--- config.mk ---
export PLATFORM = sky130hd
export DESIGN_NAME = fsp_status_gen
export DESIGN_NICKNAME = d
export VERILOG_FILES = /design/src/rtl/fsp_pkg.sv /design/src/rtl/fsp_rise_det.sv /design/src/rtl/fsp_map_pick.sv /design/src/rtl/fsp_tog_cell.sv /design/src/rtl/fsp_status_gen.sv
export SDC_FILE = /design/constraint.sdc
export NUM_CORES = 1
export LEC_CHECK = 0
export CAP_MARGIN = 15
export CORE_MARGIN = 10
export CORE_UTILIZATION = 35
export CTS_CLUSTER_SIZE = 30
export DETAILED_ROUTE_END_ITERATION = 8
export GPL_TIMING_DRIVEN = 0
export MAX_ROUTING_LAYER = met4
export PLACE_DENSITY = 0.84
export SYNTH_ARGS = -nofsm -noshare
export SYNTH_HDL_FRONTEND = slang
export SYNTH_SLANG_ARGS = --single-unit
--- constraint.sdc ---
create_clock -name clk -period 3.1 [get_ports clk]
set_input_delay 0.62 -clock clk [delete_from_list [all_inputs] [get_ports clk]]
set_output_delay 0.62 -clock clk [all_outputs]
set_load 0.005 [all_outputs]
--- src/rtl/fsp_pkg.sv ---
package fsp_pkg;

  typedef enum logic [1:0] {
    OP_IDLE = 2'd0,
    OP_PROG = 2'd1,
    OP_CHIP = 2'd2,
    OP_BLK  = 2'd3
  } op_e;

  typedef enum logic [1:0] {
    PH_APPEND = 2'd0,
    PH_RUN    = 2'd1,
    PH_SUSP   = 2'd2,
    PH_ERR    = 2'd3
  } ph_e;

endpackage

--- src/rtl/fsp_rise_det.sv ---
module fsp_rise_det (
  input  logic clk,
  input  logic rst_n,
  input  logic lvl,
  output logic rise
);

  logic lvl_q;
  logic lvl_d;

  always_comb begin
    lvl_d = lvl;
  end

  always_ff @(posedge clk or negedge rst_n) begin
    if (!rst_n) lvl_q <= 1'b0;
    else        lvl_q <= lvl_d;
  end

  assign rise = lvl & ~lvl_q;

endmodule

--- src/rtl/fsp_map_pick.sv ---
module fsp_map_pick #(
  parameter int NBLK = 11,
  parameter int BW   = 4
) (
  input  logic [NBLK-1:0] map,
  input  logic [BW-1:0]   idx,
  output logic            hit
);

  logic [NBLK-1:0] sel;

  for (genvar g = 0; g < NBLK; g++) begin : g_dec
    assign sel[g] = (idx == BW'(g));
  end

  assign hit = |(sel & map);

endmodule

--- src/rtl/fsp_tog_cell.sv ---
module fsp_tog_cell (
  input  logic clk,
  input  logic rst_n,
  input  logic clr,
  input  logic adv,
  output logic q
);

  logic q_r;
  logic q_d;
  logic en;

  always_comb begin
    en  = clr | adv;
    q_d = clr ? 1'b0 : ~q_r;
  end

  always_ff @(posedge clk or negedge rst_n) begin
    if (!rst_n)  q_r <= 1'b0;
    else if (en) q_r <= q_d;
  end

  assign q = q_r;

endmodule

--- src/rtl/fsp_status_gen.sv ---
module fsp_status_gen #(
  parameter int NBLK = 11,
  localparam int BW  = (NBLK > 1) ? $clog2(NBLK) : 1
) (
  input  logic            clk,
  input  logic            rst_n,
  input  logic            rd_strb,
  input  logic [BW-1:0]   rd_blk,
  input  logic [1:0]      op_kind,
  input  logic [1:0]      phase,
  input  logic [NBLK-1:0] erase_map,
  input  logic [NBLK-1:0] fail_map,
  input  logic            prog_bit7,
  input  logic            op_start,
  input  logic            err_clr,
  output logic [7:0]      status,
  output logic            busy_n,
  output logic            pass_thru
);
  import fsp_pkg::*;

  // reset: asserted asynchronously, released through two flops
  logic rst_s1, rst_sq;
  always_ff @(posedge clk or negedge rst_n) begin
    if (!rst_n) begin
      rst_s1 <= 1'b0;
      rst_sq <= 1'b0;
    end else begin
      rst_s1 <= 1'b1;
      rst_sq <= rst_s1;
    end
  end

  op_e op;
  ph_e ph;
  assign op = op_e'(op_kind);
  assign ph = ph_e'(phase);

  logic active, is_erase, in_susp;
  assign active   = (op != OP_IDLE);
  assign is_erase = (op == OP_CHIP) || (op == OP_BLK);
  assign in_susp  = is_erase && (ph == PH_SUSP);

  logic rd_rise;
  fsp_rise_det u_rise (
    .clk(clk), .rst_n(rst_sq), .lvl(rd_strb), .rise(rd_rise)
  );

  logic ers_hit, fail_hit;
  fsp_map_pick #(.NBLK(NBLK), .BW(BW)) u_pick_ers (
    .map(erase_map), .idx(rd_blk), .hit(ers_hit)
  );
  fsp_map_pick #(.NBLK(NBLK), .BW(BW)) u_pick_fail (
    .map(fail_map), .idx(rd_blk), .hit(fail_hit)
  );

  // toggle advance conditions
  logic adv_gen, adv_blk, blk_match;
  always_comb begin
    blk_match = (ph == PH_ERR) ? fail_hit : ers_hit;
    adv_gen   = rd_rise && active && !in_susp;
    adv_blk   = rd_rise && is_erase && blk_match;
  end

  logic tog_gen, tog_blk;
  fsp_tog_cell u_tog_gen (
    .clk(clk), .rst_n(rst_sq), .clr(op_start), .adv(adv_gen), .q(tog_gen)
  );
  fsp_tog_cell u_tog_blk (
    .clk(clk), .rst_n(rst_sq), .clr(op_start), .adv(adv_blk), .q(tog_blk)
  );

  // sticky error flag
  logic err_q, err_d, err_en;
  always_comb begin
    err_en = err_clr || (active && (ph == PH_ERR));
    err_d  = !err_clr;
  end

  always_ff @(posedge clk or negedge rst_sq) begin
    if (!rst_sq)     err_q <= 1'b0;
    else if (err_en) err_q <= err_d;
  end

  // status byte assembly
  logic poll_bit, timer_bit;
  always_comb begin
    poll_bit  = 1'b0;
    timer_bit = 1'b0;
    case (op)
      OP_PROG: poll_bit  = ~prog_bit7;
      OP_CHIP: begin
        poll_bit  = in_susp && ers_hit;
        timer_bit = 1'b1;
      end
      OP_BLK: begin
        poll_bit  = in_susp && ers_hit;
        timer_bit = (ph != PH_APPEND);
      end
      default: ;
    endcase
  end

  assign status    = {poll_bit, tog_gen, err_q, 1'b0, timer_bit, tog_blk, 2'b00};
  assign busy_n    = !(active && !in_susp);
  assign pass_thru = in_susp && !ers_hit;

endmodule

==> impl_metrics.yaml <==
power:
  power.share.sequential_pct: 31.6
  ir_drop_v: 0.000294
  p_switching_mw: 0.0687
  internal_power_mw: 0.204
  leakagePower_nw: 0.477
  comb_power_share_pct: 43.0
  sw_frac_of_total_pct: 25.2
  power_density_nw_per_um2: 245
  clkPwrFrac_pct: 25.5
cts:
  h-tree-depth: 1
  clkTransAtPathRegs_ns: 0.04
  cts-root-buf: "clkbuf_4"
  tritoncts: "yes"
  cts_num_sinks: 6
  clkLatencyLatePin_ns: 0.24
  holdBufCountCts: 0
  cts.path.max_buffers: 2
  cts_inserted_buffers: 3
synthesis:
  syn_inst: 73
  synth_top_area_share_pct: 25.1
  synthMuxAreaShare_pct: 6.90
  avgSynthCellArea_um2: 8.19
  synth-xor-area-share_pct: 1.46
  syn-cell-area_um2: 598
  synthTopCellsByArea: "dfrtp_1 25%, buf_4 10%, mux2i_1 5.0%"
  synthTopCellsByCount: "8 x buf_4, 6 x dfrtp_1, 5 x inv_1, 5 x nor2_1, 4 x nand4_1"
  synth_top_family_by_area: "simple AND/OR/NAND/NOR gates"
  synth-adder-area-share_pct: 0
  synth_simple_gate_area_share_pct: 27.2
  synth.most_common_cell: "buf_4"
  synth_compound_area_share_pct: 20.7
  synth_ff_type: "dfrtp_1"
  yosys_warnings: 0
  synth-seq-cells: 6
  synth-edff-count: 0
  yosysTopAreaCell: "dfrtp_1"
  ys_seq_area_share_pct: 25.1
  yosysUniqueCellTypes: 35
  synthArstFlopShare_pct: 100
timing:
  setup_violations: 0
  clock_skew_ns: 0.000754
  period_share_pct: 96.4
  maxSlewViolCount: 0
  fin_crit_ns: 2.99
  finalHoldViolCount: 0
  fmax_ghz: 0.334
floorplanning:
  die-area_um2: 3760
  rows: 14
  die_height_um: 61.3
  pin_count: 46
  die_width_um: 61.3
  initial_core_util_pct: 38.4
  core-area_um2: 1560
drt:
  routed_wirelength_um: 2240
  wire_per_inst_um: 16.2
  first_iter_violations: 21
  first_pass_iters: 4
  vias_per_cell: 5.23
  ant_nets: 0
  route.detailed.drc: 0
  dr_total_vias: 722
setup_path:
  path_class: "primary input to output port"
  critical_path_buf_inv_count: 3
  crit_family: "buffers and inverters"
  required_ns: 2.48
  cp_cell_sequence: "clkdlybuf4s50_1 -> and3_1 -> o21ai_0 -> o311a_1 -> o211a_1 -> inv_1 -> nor2_1 -> clkdlybuf4s50_1"
  r2r_cells: 3
  arrival_ns: 2.37
  cp_slowest_cell: "clkdlybuf4s50_1"
  crit_path_max_fanout: 3
  end_kind: "output port"
  cp.depth: 8
  worst_path_most_repeated_cell: "clkdlybuf4s50_1"
  start_kind: "primary input"
  cp_slowest_stage_delay_ns: 0.52
cells_and_area:
  drive_gt1_share_pct: 16.4
  final_area_um2: 1110
  multiInputGateArea_um2: 364
  nets: 160
  flow.area_growth_from_synthesis_pct: 86.2
  final_util_pct: 71.4
  diodes: 0
  regArea_um2: 150
  fill_cells: 132
flow_run:
  drv_cap: 0
placed_design:
  placed_area_um2: 1050
  hpwl_um: 1870
  portBuffers: 42
  gp_congestion: 0.805
global_route:
  grt_pass1_vias: 826
  overflow: 0
  grt_pass1_wl_um: 3620
  grt_max_degree: 11
  grt_use_total_pct: 12.9
  antenna_found_initial: 0
worst_hold_path:
  hold_path.class: "register to asynchronous set/reset pin"
status:
  outcome: "finished, final reports clean"
placed cells by master, fill, tap and decap left out:
master and instances:
nor2_1 5, o21ai_0 3, o2111ai_1 1, and3_1 2
nor3b_1 1, xnor2_1 1, a31oi_1 2, nand4_1 4
buf_4 10, or2_1 1, nor4b_1 1, a311o_1 1
o32ai_2 1, dfrtp_1 6, nand4b_1 1, nand3b_1 3
mux2i_1 3, o211ai_1 1, nand3_1 1, o31a_1 1
clkdlybuf4s50_1 38, clkbuf_4 3, nor4_1 2, a21oi_1 2
a211oi_1 1, or4b_1 1, o311a_1 1, conb_1 4
nor3b_2 1, clkbuf_8 1, nor2b_1 1, a221oi_2 1
o211a_1 1, inv_1 5, mux2_1 1, nand2_1 3
dlygate4sd2_1 4, buf_6 3
state kept, by name, indices dropped and copies added (netlist names):
signal	cells
err_q	1
rst_s1	1
rst_sq	1
u_rise.lvl_q	1
u_tog_blk.q	1
u_tog_gen.q	1
logic make-up (layout without fill, tap and decap cells):
logic type,after synthesis,after routing
simple gates,27,27
buf+inv,17,64
compound gates,16,16
flops,6,6
mux,4,4
other cells,2,4
xor+xnor,1,1
stage by stage:
| step | hold slack, ns | setup TNS (ns) | worst slack, ns | cells | total power [mW] |
|---|---|---|---|---|---|
| global route | 0.0776 | -0.00585 | -0.00585 | 138 | 0.293 |
| CTS | 0.0675 | 0 | 0.00116 | 139 | 0.276 |
| global placement | 0.0517 | -0.396 | -0.209 | 133 | 0.195 |
| detailed placement | 0.0634 | -0.443 | -0.223 | 133 | 0.198 |
| floorplan | 0.0403 | 0 | 0.873 | 75 | 0.130 |
| finish | 0.0588 | 0 | 0.110 | 138 | 0.272 |
power by group through the flow:
| stage | logic [mW] | registers, mW | clock network [mW] |
|---|---|---|---|
| after global placement | 0.108 | 0.0868 | 0 |
| after CTS | 0.116 | 0.0861 | 0.0741 |
| final | 0.117 | 0.0860 | 0.0694 |
| after global routing | 0.127 | 0.0864 | 0.0796 |
| after detailed placement | 0.111 | 0.0872 | 0 |
| after floorplan | 0.0441 | 0.0863 | 0 |
routing by layer:
metal	global-route usage [%]	vias to the layer above	wire length, um
met4	5.73	0	34
met2	22.6	32	1080
li1	-	363	-
met3	2.88	4	202
met5	-	-	0
met1	13.5	323	921
path summary, 6_finish.rpt:
kind                                         from                      end  slack (ns)
hold reg to reg                  rst_sq$_DFF_PN0_        err_q$_DFFE_PN0P_        0.06
min in group clk                 rst_s1$_DFF_PN0_         rst_sq$_DFF_PN0_        0.35
max in group asynchronous                   rst_n         rst_s1$_DFF_PN0_        2.45
setup / recovery                     erase_map[7]                pass_thru        0.11
hold / removal                   rst_sq$_DFF_PN0_        err_q$_DFFE_PN0P_        0.06
setup reg to reg           u_rise.lvl_q$_DFF_PN0_  u_tog_blk.q$_DFFE_PN0P_        1.90
what timing repair did:
item | CTS | global route
resized for setup | 10 | 3
setup endpoints to repair | 2 | 1
pin swaps | 1 | 1
buffers inserted | 3 | 0
worst reg2reg max path: stages (launching register included):
cell and delay, ns:
dfrtp_1 0.37, nand3b_1 0.17, a221oi_2 0.19, mux2_1 0.35
layout make-up:
| cell class | count | share of cell area [%] |
|---|---|---|
| repair buffers | 45 | 39.3 |
| multi-input cells | 52 | 32.7 |
| flip-flops and latches | 6 | 13.5 |
| plain buffers | 11 | 8.99 |
| clock buffers | 3 | 2.02 |
| well taps | 16 | 1.80 |
| inverters | 5 | 1.69 |
Note: power is estimated with default switching activity, not from simulation.
